===== src/rtl/reg_lock_board.sv =====
module reg_lock_board #(
  parameter int NUM_REGS = 16
) (
  input  logic                        clk,
  input  logic                        rst_n,
  input  logic                        lk0_vld,
  input  logic [$clog2(NUM_REGS)-1:0] lk0_reg,
  input  logic                        lk1_vld,
  input  logic [$clog2(NUM_REGS)-1:0] lk1_reg,
  input  logic                        lk_sr,
  input  logic                        ul0_vld,
  input  logic [$clog2(NUM_REGS)-1:0] ul0_reg,
  input  logic                        ul1_vld,
  input  logic [$clog2(NUM_REGS)-1:0] ul1_reg,
  input  logic                        ul_sr,
  input  logic                        rd0_vld,
  input  logic [$clog2(NUM_REGS)-1:0] rd0_reg,
  input  logic                        rd1_vld,
  input  logic [$clog2(NUM_REGS)-1:0] rd1_reg,
  input  logic                        rd_sr,
  output logic                        stall,
  output logic [NUM_REGS-1:0]         busy,
  output logic                        sr_busy
);

  logic [NUM_REGS-1:0] busy_q;
  logic [NUM_REGS-1:0] set_mask;
  logic [NUM_REGS-1:0] clr_mask;
  logic                sr_q;
  logic                issue_ok;

  for (genvar i = 0; i < NUM_REGS; i++) begin : g_mask
    assign set_mask[i] = (lk0_vld && lk0_reg == i) || (lk1_vld && lk1_reg == i);
    assign clr_mask[i] = (ul0_vld && ul0_reg == i) || (ul1_vld && ul1_reg == i);
  end

  assign stall = (rd0_vld && busy_q[rd0_reg]) ||
                 (rd1_vld && busy_q[rd1_reg]) ||
                 (rd_sr && sr_q);

  assign issue_ok = !stall;

  always_ff @(posedge clk) begin
    if (!rst_n) begin
      busy_q <= '0;
      sr_q   <= 1'b0;
    end else begin
      busy_q <= (busy_q & ~clr_mask) | (issue_ok ? set_mask : '0);
      sr_q   <= (sr_q & ~ul_sr) | (issue_ok & lk_sr);
    end
  end

  assign busy    = busy_q;
  assign sr_busy = sr_q;

endmodule


===== config.mk =====
export PLATFORM = sky130hd
export DESIGN_NAME = reg_lock_board
export DESIGN_NICKNAME = d
export VERILOG_FILES = /design/src/rtl/reg_lock_board.sv
export SDC_FILE = /design/constraint.sdc
export NUM_CORES = 1
export LEC_CHECK = 0
export ABC_AREA = 1
export BUFFER_PORTS_ARGS = -buffer_cell sky130_fd_sc_hd__buf_2
export CAP_MARGIN = 20
export CORE_ASPECT_RATIO = 0.75
export CORE_MARGIN = 1.5
export CORE_UTILIZATION = 50
export DETAILED_ROUTE_END_ITERATION = 8
export HOLD_SLACK_MARGIN = 0.12
export PLACE_DENSITY = 0.85
export SYNTH_ARGS = -nofsm -noshare
export SYNTH_HDL_FRONTEND = slang
export SYNTH_SLANG_ARGS = --single-unit

===== constraint.sdc =====
create_clock -name clk -period 1.5 [get_ports clk]
set_input_delay 0.075 -clock clk [delete_from_list [all_inputs] [get_ports clk]]
set_output_delay 0.075 -clock clk [all_outputs]
set_load 0.005 [all_outputs]

== Word-level counts from Yosys, hierarchy flattened ==
Cells that the tools add are included.

* Word-level logic and storage cells: 182
* Memory bits (writable): 0
* Bits in read-only memories: 0
* Input port bits: 35
* Output and inout port bits: 18
* Flip-flop bits (word level): 17
* Latch bits: 0
* Memories: 0

* Shifts and indexed selects: 0
* Bitwise logic cells: 7
* Divide/modulo/power cells: 0
* Reductions and logical operators: 106
* $mul: 0
* Muxes and demuxes: 5
* Order comparisons: 2
* Add/subtract/negate cells: 0
* Eq/ne operators: 60

{| class="wikitable"
|+ Operators with widths
! operator !! count
|-
| $eq 4x4->1 const B || 32
|-
| $logic_and 1x1->1 || 67
|-
| $eq 4x3->1 const B || 16
|-
| $logic_or 1x1->1 || 34
|-
| $eq 4x2->1 const B || 8
|-
| $and 16x16->16 || 1
|-
| $eq 4x1->1 const B || 4
|-
| $logic_not 4->1 || 4
|-
| $mux 16 || 1
|-
| $not 16->16 || 1
|-
| $or 16x16->16 || 1
|-
| $lt 4x5->1 const B || 2
|-
| $bmux 1 s4 || 2
|-
| $and 1x1->1 || 2
|-
| $mux 1 || 2
|-
| $logic_not 1->1 || 1
|-
| $not 1->1 || 1
|-
| $or 1x1->1 || 1
|}

== Logic depth before layout (Yosys ltp) ==
* Word-level depth: 8
* Gate-level depth with buffers: 11
* Gate-level depth less buffers: 9

== Worst setup path before layout ==
No wires, ideal clock.

* Path kind: register -> register
* Start point: register busy_q[11] (netlist: busy[11])
* End point: register busy_q[0] (netlist: busy[0])
* Path slack: 269 ps
* Buffers on the path: 1
* Stages on the path, launching flop included: 11
* Required time: 1368 ps
* Library setup time: 132 ps
* Data arrival time: 1099 ps
* Clock period less this slack: 1231 ps
* Cell sequence: dfxtp_1 > inv_1 > nand2_1 > nand3_1 > nand3_1 > nand2_1 > nand2_1 > nand3_4 > buf_8 > nand4_1 > a21oi_1

* Longest elaborated chain between the ends: 7
* Elaborated cells between the ends (all ways): 10
* Those cells by class: 5 x mux; 1 x bitwise; 4 x reduce/logical

{| class="wikitable"
|+ RTL lines
! item !! RTL line !! source
|-
| from (decl) || 26 || <nowiki>logic [NUM_REGS-1:0] busy_q;</nowiki>
|-
| from (signal assigned) || 48 || <nowiki>busy_q <= (busy_q & ~clr_mask) | (issue_ok ? set_mask : '0);</nowiki>
|-
| $bmux 1 s4 (on tied branches) || 37, 38 ||
|-
| $mux 1 (on tied branches) || 37, 38 ||
|-
| $logic_and 1x1->1 (on tied branches) || 37, 38 ||
|-
| $logic_or 1x1->1 * || 37 || <nowiki>assign stall = (rd0_vld && busy_q[rd0_reg]) ||</nowiki>
|-
| $logic_or 1x1->1 * || 38 || <nowiki>(rd1_vld && busy_q[rd1_reg]) ||</nowiki>
|-
| $mux 16 * || 48 ||
|-
| $or 16x16->16 * || 48 ||
|}

Mark *: on every way between the ends. The rest lies on a longest branch, timed or not. The select of a mux whose other input is x is not followed.
A chain may end at the register's enable or synchronous reset.

== Worst setup path after layout ==
* Start point: register busy_q[7] (netlist: busy[7])
* End point: register busy_q[10] (netlist: busy[10])

The elaborated chain is that of the path after synthesis.

==> qor.csv <==
metric,value,unit
setup_viol,0,
dieHeight,50.7,microns
cts.clk_slew.worst_paths,70,ps
fin_crit,1450,ps
syn_area_per_cell,6.13,sq um
synth-main-ff-cell,dfxtp_1,
nets,345,
ant_nets,0,
maxSlewViolCount,0,
ys_top_cells_by_count,"62 x nand2_1, 42 x inv_1, 22 x nand3_1",
synthCells,247,
total_power,1.22,mW
reg2reg_setup_slack,50,ps
yosysWarningCount,0,
grt_pass1_vias,1650,
filler_cell_count,259,
gp_congestion,0.930,
pin_count,53,
finalCritPeriodShare,96.9,%
diodes,0,
grt_overflow,0,
crit_family,simple AND/OR/NAND/NOR gates,
synth_area,0.00152,sq mm
slew_headroom,62.5,%
clockRootBuffer,clkbuf_8,
rr_startpoint,busy[7]$_SDFF_PN0_,
outcome,"finished, final reports clean",
grt_pass1_wl,7510,microns
crit_top_cell,nand2_1,
fmax,688,MHz
critPathMaxFanout,8,
portBuffers,52,
clk_latency,260,ps
core,0.00291,sq mm
critical_path.startpoint,busy[7]$_SDFF_PN0_,
drive_gt1_share,34.0,%
worstPathRequired,1670,ps
antenna_found_initial,0,
startpoint_type,register,
rows,17,
wirelength,4830,microns
min-delay-start,rd0_vld,
p_leak,0.948,nW
crit_arrival,1620,ps
critical_path_buf_inv_count,2,
synth_top_area_share,22.5,%
endpoint_kind,register,
drtIter0Drc,252,
area_growth,30.9,%
vias,1960,
seq_area_frac_synth,22.5,%
via_per_inst,5.65,
dp_hpwl,3620,microns
numCtsBuffers,3,
ys_seq_elements,17,
syn-num-nets,282,
cts.htree.levels,1,
grt_max_degree,19,
rsz0062_at_grt,true,
first_pass_iters,6,
crit_chain,inv_2 > nand2_1 > o211ai_1 > nand2_1 > nand2_1 > nand3_2 > nand3_4 > buf_4 > nand4_1 > a21oi_1,
ir_drop,0.000500,V
avgRoutedWirePerCell,13.9,microns
final_core_util,68.1,%
cts_sinks,17,
synth_area_leader_cell,dfxtp_1,
p_per_area,613,mW/mm^2
placedCellCount,333,
hold_viol_final,0,
hold_path_class,in -> reg,
async_flop_share,0,%
synth-edff-count,0,
yosysMostFrequentCell,nand2_1,
worst_slew_pin_slew,558,ps
die_x,66.6,microns
stdcell_count,347,
drv_cap,0,
critPathSlowestCell,dfxtp_2,
skew,11.0,ps
max_stage_delay,340,ps
tritoncts,done,
synth.distinct_cells,23,
ys_top_cells_by_area,"dfxtp_1 22%, nand2_1 15%, inv_1 10%",
cts_max_path_buffers,2,
start_util,52.0,%
grt_usage,28.8,%
drcViolationCount,0,
critPathKind,reg -> reg,
die-area,0.00337,sq mm
==> layout by cell type, fill, tap and decap left out, types with 9 or more instances in the layout <==
cell / count
nor2_1: 9
nand2_1: 59
nand3_1: 16
o22ai_1: 16
buf_2: 52
a21oi_1: 14
dfxtp_2: 16
inv_1: 37
nand4_1: 17
a22oi_1: 14
==> tightest hold or removal path, stage by stage <==
cell     delay, ps
buf_2          100
nand3_4        130
nand4_1        110
a21oi_1         50
==> timing repair <==
item	4_1_cts	5_1_grt
pin swaps	1	13
hold buffers	2	0
setup endpoints to repair	1	17
buffers inserted	6	2
hold endpoints to repair	1	0
resized for setup	1	34
==> flip-flops by register name, indices dropped and copies added (netlist names) <==
register  flops
busy         16
sr_busy       1
==> power by group <==
part | switching (mW) | internal (mW) | leakage [nW]
Sequential | 0.0142 | 0.470 | 0.146
Combinational | 0.233 | 0.155 | 0.777
Clock | 0.159 | 0.184 | 0.0255
Total | 0.406 | 0.809 | 0.948
==> stage by stage <==
step / worst slack [ps] / hold WS, ps / setup TNS (ps) / instance area (sq um)
6_report: 47.2 / 263 / 0 / 1980
5_1_grt: -53.7 / 277 / -321 / 1980
4_1_cts: 20.4 / 236 / 0 / 1890
3_5_place_dp: 99.1 / 335 / 0 / 1780
3_3_place_gp: 92.0 / 327 / 0 / 1780
2_1_floorplan: 269 / 238 / 0 / 1520
==> layer usage <==
| layer | GRT usage (%) | share of wire, % | routed length, microns |
|---|---|---|---|
| met5 | 0 | 0 | 0 |
| met4 | 5.78 | 1.8 | 89 |
| met3 | 4.04 | 8.5 | 410 |
| met2 | 45.8 | 42 | 2050 |
| met1 | 41.3 | 47 | 2270 |
==> final cells by class <==
| type | instances | area [sq um] | area share, % |
|---|---|---|---|
| Sequential cell | 17 | 360 | 18.2 |
| Timing Repair Buffer | 64 | 363 | 18.3 |
| Tap cell | 38 | 47.5 | 2.40 |
| Inverter | 44 | 173 | 8.71 |
| Clock buffer | 3 | 41.3 | 2.08 |
| Multi-Input combinational cell | 180 | 993 | 50.1 |
| Clock inverter | 1 | 5.00 | 0.252 |
==> logic make-up (layout without fill, tap and decap cells) <==
| logic type | count (synthesis) | in the layout | synth area share (%) |
|---|---|---|---|
| and+or+nand+nor | 125 | 125 | 39.6 |
| AOI/OAI and AO/OA | 55 | 55 | 22.8 |
| DFF | 17 | 17 | 22.5 |
| buffers and inverters | 50 | 112 | 15.2 |
==> final timing paths <==
kind | to | cells after the start
worst max-delay path | busy[10]$_SDFF_PN0_ | 10
worst min-delay path | busy[14]$_SDFF_PN0_ | 4
worst max register to register | busy[10]$_SDFF_PN0_ | 10
worst min register to register | busy[14]$_SDFF_PN0_ | 2
Power figures use the tool's default switching activity.
